### config.mk
export PLATFORM = sky130hd
export DESIGN_NAME = irq_flag_agg
export DESIGN_NICKNAME = d
export VERILOG_FILES = /design/src/rtl/irq_agg_pkg.sv /design/src/rtl/irq_sync.sv /design/src/rtl/irq_line.sv /design/src/rtl/irq_flag_bank.sv /design/src/rtl/irq_flag_agg.sv
export SDC_FILE = /design/constraint.sdc
export NUM_CORES = 1
export LEC_CHECK = 0
export ABC_AREA = 1
export ABC_CLOCK_PERIOD_IN_PS = 1500
export BUFFER_PORTS_ARGS = -buffer_cell sky130_fd_sc_hd__buf_2
export CORE_MARGIN = 8
export CORE_UTILIZATION = 40
export DETAILED_ROUTE_END_ITERATION = 10
export HOLD_SLACK_MARGIN = 0.06
export PLACE_DENSITY = 0.58
export SLEW_MARGIN = 20
export SYNTH_ARGS = -nofsm -noshare
export SYNTH_HDL_FRONTEND = slang
export SYNTH_SLANG_ARGS = --single-unit
### constraint.sdc
create_clock -name clk -period 1.5 [get_ports clk]
set_input_delay 0.375 -clock clk [delete_from_list [all_inputs] [get_ports clk]]
set_output_delay 0.375 -clock clk [all_outputs]
set_load 0.03 [all_outputs]
### src/rtl/irq_agg_pkg.sv
package irq_agg_pkg;
    localparam int REG_AW    = 2;
    localparam int REG_DW    = 8;
    localparam int NUM_LINES = 7;
    localparam int NUM_EXT   = 4;
    localparam int NUM_LVL   = REG_DW - 1;      // six plain sources plus the PLL level
    localparam int RAW_W     = NUM_LVL + NUM_EXT;

    localparam logic [REG_AW-1:0] ADR_FLAG = 2'd0;
    localparam logic [REG_AW-1:0] ADR_ENA  = 2'd1;
    localparam logic [REG_AW-1:0] ADR_POL  = 2'd2;

    localparam int FB_XFER  = 0;
    localparam int FB_TICK  = 1;
    localparam int FB_COLL1 = 2;
    localparam int FB_COLL0 = 3;
    localparam int FB_BTN   = 4;
    localparam int FB_WAKE  = 5;
    localparam int FB_PLLR  = 6;
    localparam int FB_PLLF  = 7;

    typedef enum logic {
        LN_IDLE = 1'b0,
        LN_PEND = 1'b1
    } line_state_e;

    typedef enum logic [1:0] {
        EDGE_RISE = 2'd0,
        EDGE_FALL = 2'd1,
        EDGE_PROG = 2'd2
    } edge_mode_e;
endpackage

### src/rtl/irq_sync.sv
module irq_sync #(
    parameter int W     = 1,
    parameter int DEPTH = 2
) (
    input  logic         clk,
    input  logic         rst_n,
    input  logic [W-1:0] d,
    output logic [W-1:0] q
);
    logic [W-1:0] stage [DEPTH];

    for (genvar g = 0; g < DEPTH; g++) begin : g_stage
        if (g == 0) begin : g_first
            always_ff @(posedge clk or negedge rst_n) begin
                if (!rst_n) stage[g] <= '0;
                else        stage[g] <= d;
            end
        end else begin : g_next
            always_ff @(posedge clk or negedge rst_n) begin
                if (!rst_n) stage[g] <= '0;
                else        stage[g] <= stage[g-1];
            end
        end
    end

    assign q = stage[DEPTH-1];
endmodule

### src/rtl/irq_line.sv
module irq_line
    import irq_agg_pkg::*;
#(
    parameter edge_mode_e MODE = EDGE_RISE
) (
    input  logic clk,
    input  logic rst_n,
    input  logic sig_i,
    input  logic pol_i,
    input  logic ack_i,
    output logic req_o
);
    logic        sig_prev;
    logic        use_fall;
    logic        fire;
    line_state_e st_q, st_d;

    always_ff @(posedge clk or negedge rst_n) begin
        if (!rst_n) sig_prev <= 1'b0;
        else        sig_prev <= sig_i;
    end

    assign use_fall = (MODE == EDGE_FALL) || ((MODE == EDGE_PROG) && pol_i);
    assign fire     = use_fall ? (~sig_i & sig_prev) : (sig_i & ~sig_prev);

    // state register
    always_ff @(posedge clk or negedge rst_n) begin
        if (!rst_n) st_q <= LN_IDLE;
        else        st_q <= st_d;
    end

    // transitions: IDLE->PEND on edge; PEND->IDLE on ack unless an edge lands together
    always_comb begin
        st_d = st_q;
        unique case (st_q)
            LN_IDLE: if (fire)           st_d = LN_PEND;
            LN_PEND: if (ack_i && !fire) st_d = LN_IDLE;
        endcase
    end

    // output
    always_comb begin
        req_o = (st_q == LN_PEND);
    end
endmodule

### src/rtl/irq_flag_bank.sv
module irq_flag_bank
    import irq_agg_pkg::*;
(
    input  logic              clk,
    input  logic              rst_n,
    input  logic [NUM_LVL-1:0] lvl_i,
    input  logic              clr_we_i,
    input  logic [REG_DW-1:0] keep_mask_i,
    output logic [REG_DW-1:0] flag_o,
    output logic [REG_DW-1:0] set_o
);
    localparam int PLAIN = NUM_LVL - 1;

    logic [NUM_LVL-1:0] lvl_prev;
    logic [REG_DW-1:0]  flag_q;

    always_ff @(posedge clk or negedge rst_n) begin
        if (!rst_n) lvl_prev <= '0;
        else        lvl_prev <= lvl_i;
    end

    assign set_o[PLAIN-1:0] = lvl_i[PLAIN-1:0] & ~lvl_prev[PLAIN-1:0];
    assign set_o[FB_PLLR]   =  lvl_i[PLAIN] & ~lvl_prev[PLAIN];
    assign set_o[FB_PLLF]   = ~lvl_i[PLAIN] &  lvl_prev[PLAIN];

    // a zero in the mask clears, a hardware set always wins
    always_ff @(posedge clk or negedge rst_n) begin
        if (!rst_n) flag_q <= '0;
        else        flag_q <= (flag_q & (clr_we_i ? keep_mask_i : '1)) | set_o;
    end

    assign flag_o = flag_q;
endmodule

### src/rtl/irq_flag_agg.sv
module irq_flag_agg
    import irq_agg_pkg::*;
#(
    parameter int SYNC_DEPTH = 2
) (
    input  logic                 clk,
    input  logic                 rst_n,
    input  logic [REG_AW-1:0]    reg_addr,
    input  logic                 reg_wr,
    input  logic [REG_DW-1:0]    reg_wdata,
    output logic [REG_DW-1:0]    reg_rdata,
    input  logic                 src_xfer_i,
    input  logic                 src_tick_i,
    input  logic                 src_coll0_i,
    input  logic                 src_coll1_i,
    input  logic                 src_button_i,
    input  logic                 src_wake_i,
    input  logic                 src_pll_lock_i,
    input  logic [NUM_EXT-1:0]   ext_pin_i,
    input  logic [NUM_LINES-1:0] irq_ack_i,
    output logic [NUM_LINES-1:0] irq_req_o
);
    logic [RAW_W-1:0]     raw;
    logic [RAW_W-1:0]     sync_q;
    logic [NUM_EXT-1:0]   ext_q;
    logic [REG_DW-1:0]    flag_q;
    logic [REG_DW-1:0]    flag_set;
    logic [1:0]           ena_q;
    logic [1:0]           pol_q;
    logic [NUM_LINES-1:0] line_sig;
    logic [NUM_LINES-1:0] line_pol;

    // line 5 pin is inverted ahead of the synchronizer
    assign raw = {~ext_pin_i[3], ext_pin_i[2:0],
                  src_pll_lock_i, src_wake_i, src_button_i,
                  src_coll0_i, src_coll1_i, src_tick_i, src_xfer_i};

    irq_sync #(.W(RAW_W), .DEPTH(SYNC_DEPTH)) u_sync (
        .clk   (clk),
        .rst_n (rst_n),
        .d     (raw),
        .q     (sync_q)
    );

    assign ext_q = sync_q[RAW_W-1:NUM_LVL];

    irq_flag_bank u_bank (
        .clk         (clk),
        .rst_n       (rst_n),
        .lvl_i       (sync_q[NUM_LVL-1:0]),
        .clr_we_i    (reg_wr && (reg_addr == ADR_FLAG)),
        .keep_mask_i (reg_wdata),
        .flag_o      (flag_q),
        .set_o       (flag_set)
    );

    always_ff @(posedge clk or negedge rst_n) begin
        if (!rst_n) begin
            ena_q <= '0;
            pol_q <= '0;
        end else if (reg_wr) begin
            if (reg_addr == ADR_ENA) ena_q <= reg_wdata[1:0];
            if (reg_addr == ADR_POL) pol_q <= reg_wdata[1:0];
        end
    end

    always_comb begin
        unique case (reg_addr)
            ADR_FLAG: reg_rdata = flag_q;
            ADR_ENA:  reg_rdata = {{(REG_DW-2){1'b0}}, ena_q};
            ADR_POL:  reg_rdata = {{(REG_DW-2){1'b0}}, pol_q};
            default:  reg_rdata = '0;
        endcase
    end

    assign line_sig[0] = ext_q[0];
    assign line_sig[1] = ext_q[1];
    assign line_sig[2] = flag_q[FB_COLL1] | flag_q[FB_COLL0];
    assign line_sig[3] = ext_q[2];
    assign line_sig[4] = flag_q[FB_PLLR] | flag_q[FB_PLLF];
    assign line_sig[5] = ext_q[3];
    assign line_sig[6] = (flag_q[FB_XFER] & ena_q[0]) | (flag_q[FB_TICK] & ena_q[1]);

    assign line_pol = {3'b000, pol_q[1], pol_q[0], 2'b00};

    for (genvar g = 0; g < NUM_LINES; g++) begin : g_line
        localparam edge_mode_e LMODE = (g == 2 || g == 3) ? EDGE_PROG : EDGE_RISE;
        irq_line #(.MODE(LMODE)) u_line (
            .clk   (clk),
            .rst_n (rst_n),
            .sig_i (line_sig[g]),
            .pol_i (line_pol[g]),
            .ack_i (irq_ack_i[g]),
            .req_o (irq_req_o[g])
        );
    end
endmodule

==> results.txt <==
----------------------------------------------------
[Setup path]
  Crit path required time ... 1.12 ns
  Kind of start point of the critical path ... flip-flop
  CP cell instances ... nand3_1, nand3_1, buf_4
  Highest net fanout along the worst path ... 3
  Critical register-to-register path startpoint ... ena_q[0]
  Worst Setup Path Type ... flip-flop to output pin
  Worst path max stage delay ... just over 0.4 ns
  End of the worst register-to-register path ... g_line[6].u_line.req_o
  Cell depth of the worst flop-to-flop path ... 5
  Kind of end point of the critical path ... output pin
  Slowest stage cell on the critical path ... dfrtp_1
  Crit path arrival time ... 1.06 ns
  FF-to-FF setup slack ... 0.62 ns
  Cell type with the highest occurrence count on the critical path ... nand3_1

[Timing]
  RSZ-0062 raised after global routing ... false
  Highest achievable clock rate ... about 700 MHz
  Final critical delay including setup and external delays ... roughly 1.4 ns
  Hold violation total from the final report ... 0
  Final period utilization ... 0.955
  Max transition margin ... 0.812
  Max-slew violation count ... 0
  Final total negative setup slack ... 0 ns
  Setup violators final ... 0
  Slew at the pin closest to its max-slew limit ... 0.283 ns
  Clock Skew ... ~0.0073 ns

[Placement]
  Post-detail-place hpwl ... 2190 um
  Post-Place Cells ... 289
  Port Buffers ... 45
  Global placement routability congestion ... ~0.76

[Floorplanning]
  FP Rows ... 25
  Die Height ... 85.7 um
  Initial core utilization ... 0.412
  I/O pin cnt ... 46
  Core box area ... 0.00472 mm2
  Die footprint ... roughly 0.0074 mm2
  Die W ... about 86 um

[Clock network]
  Number of clock buffers inserted by TritonCTS ... 5
  H-tree depth ... 2
  Number of sinks on the clock net ... 55
  TritonCTS clock tree ... done
  Clk buf depth ... 2
  Clock root buffer master ... clkbuf_8
  Worst-path clk slew ... 0.10 ns
  Insertion delay of the later-clocked pin in the worst-skew pair ... 0.30 ns

[Logic synthesis]
  Mean area per synthesized cell ... 10.7 um2
  Seq cells post-synth ... 55
  Synthesized netlist net count ... 213
  Arithmetic-cell share of the synthesized area counting full adders, half adders and majority gates ... 0
  Yosys warnings ... 0
  Combinational family with the most area after synthesis ... simple AND/OR/NAND/NOR gates
  Cells after Synth ... 182
  Share of synthesized area spent on multiplexers ... 0
  Synth Cell Area ... 0.00195 mm2
  Number of distinct library cells after synthesis ... 12
  XOR/XNOR share of the synthesized area ... 0
  Fraction of the mapped netlist area in compound gates ... 0.0257
  Simple logic cell fraction of the synthesized area ... 0.151
  Register area share after synthesis ... 0.707

[Layout]
  Most frequent cells in the layout ... dfrtp_1, buf_2, inv_1, nand2_1, nand3_1
  Final cell utilization of the core ... 0.501
  Proportion of layout cells with a drive suffix above 1 ... 0.278
  Number of diodes added for antenna fixing ... 0
  Number of nets in the layout ... 264
  Non-Filler Instances ... ~300
  Layout-stage area growth over the synthesis result ... 21.6%
  Leading cell type in the layout, fill and taps excluded ... dfrtp_1

[Status]
  Run status ... finished clean

[Detailed routing]
  Routed wirelength normalized by instance count ... roughly 10 um
  Total via count after detailed routing ... 1214
  # DRC ... 0
  Number of nets with antenna violations after detailed routing ... 0
  Iteration-0 DRC count of the detailed router ... 38
  First-pass DRT Iterations ... 2
  Detailed Route WL ... 3070 um
  Via count normalized by instance count ... 4.03

[Pwr]
  Leakage Power ... 0.00130 uW
  Worst VDD drop ... 0.507 mV
  Total power ... 2850 uW
  Power density over the cells ... 1200 mW/mm2

[Global routing]
  GRT Residual Overflow ... 0
  Largest net degree at the start of global routing ... 56
  Number of antenna violations at the first check in global routing ... 0
  Global Route Usage Sum ... 0.0962
  Vias in the first global route ... approximately 1.3k
  First-pass GRT wire length ... about 5600 um

[Worst hold path]
  Worst Min Path Start ... src_wake_i
  Terminating pin of the worst hold path ... u_sync.stage[16]
  Hold path cells ... 1
  HP Class ... input port to flip-flop

[Flow run]
  Maximum capacitance violations ... 0

----------------------------------------------------
cell families after synthesis:
logic type / Yosys count
simple gates: 69
compound gates: 9
buf+inv: 49
flops: 55
registers in the layout, summed over array words and instances (netlist names):
name,count
u_sync.stage,11
u_bank.flag_o,8
pol_q,2
g_line.u_line.req_o,7
ena_q,2
u_bank.lvl_prev,7
g_line.u_line.sig_prev,7
u_sync.q,11
through the flow:
stage          worst slack (ns)  hold slack [ns]  cell area, um2
5_1_grt                 0.00158            0.135            2370
2_1_floorplan             0.123           0.0794            1950
3_3_place_gp             0.0163            0.333            2220
3_5_place_dp           -0.00422            0.335            2220
4_1_cts                  0.0171            0.147            2330
6_report                 0.0678            0.162            2370
cell type report:
| cell class | count | area [um2] |
|---|---|---|
| clock inverter | 3 | 27.5 |
| multi-input combinational | 78 | 352 |
| tap | 67 | 83.8 |
| timing repair buffer | 53 | 308 |
| inverter | 40 | 150 |
| fill | 442 | 2360 |
| clock buffer | 5 | 68.8 |
| sequential | 55 | 1380 |
synth_stat cells:
master	count	area, um2
buf_4	7	52.6
buf_6	2	22.5
dfrtp_1	55	1380
inv_1	40	150
nand2_1	37	139
nand3_1	19	95.1
nand3_2	1	10.0
nor2_1	10	37.5
nor2_2	1	6.26
o21ai_0	5	25.0
o22ai_1	4	25.0
or2_2	1	6.26
metal layers:
metal,vias up,GRT usage,routed length (um)
met3,5,0.0430,195
met2,30,0.150,1370
met4,0,0.0430,49
li1,640,-,-
met1,539,0.111,1450
met5,-,0,0
worst max-delay path by stage:
| stage | from | to | slack [ns] | depth (start not counted) |
|---|---|---|---|---|
| after floorplan | reg_addr[1] | reg_rdata[2] | 0.12 | 3 |
| after global placement | reg_addr[1] | reg_rdata[2] | 0.02 | 5 |
| after detailed placement | reg_addr[1] | reg_rdata[6] | -0.004 | 5 |
| after CTS | pol_q[0] | reg_rdata[0] | 0.02 | 3 |
| after global routing | pol_q[0] | reg_rdata[0] | 0.002 | 3 |
| final | pol_q[0] | reg_rdata[0] | 0.07 | 3 |
what timing repair did:
item	in CTS	in global routing
endpoints found under the setup margin	3	5
gates resized for setup	1	8
hold endpoints to repair	46	0
gates cloned	0	0
hold buffers	1	0
setup buffers	0	3
worst max-delay path: cells and delay by family (launching register included):
| kind | cells | cell delay (ns) |
|---|---|---|
| flip-flops | 1 | 0.41 |
| buffers and inverters | 1 | 0.17 |
| AND/OR/NAND/NOR | 2 | 0.17 |
power breakdown:
part / leakage (uW) / internal (uW) / switching [uW]
Clock: 0.0000463 / 343 / 492
Sequential: 0.000630 / 1590 / 50.3
Combinational: 0.000625 / 141 / 228
No activity file was read; power rests on OpenSTA's default activity.
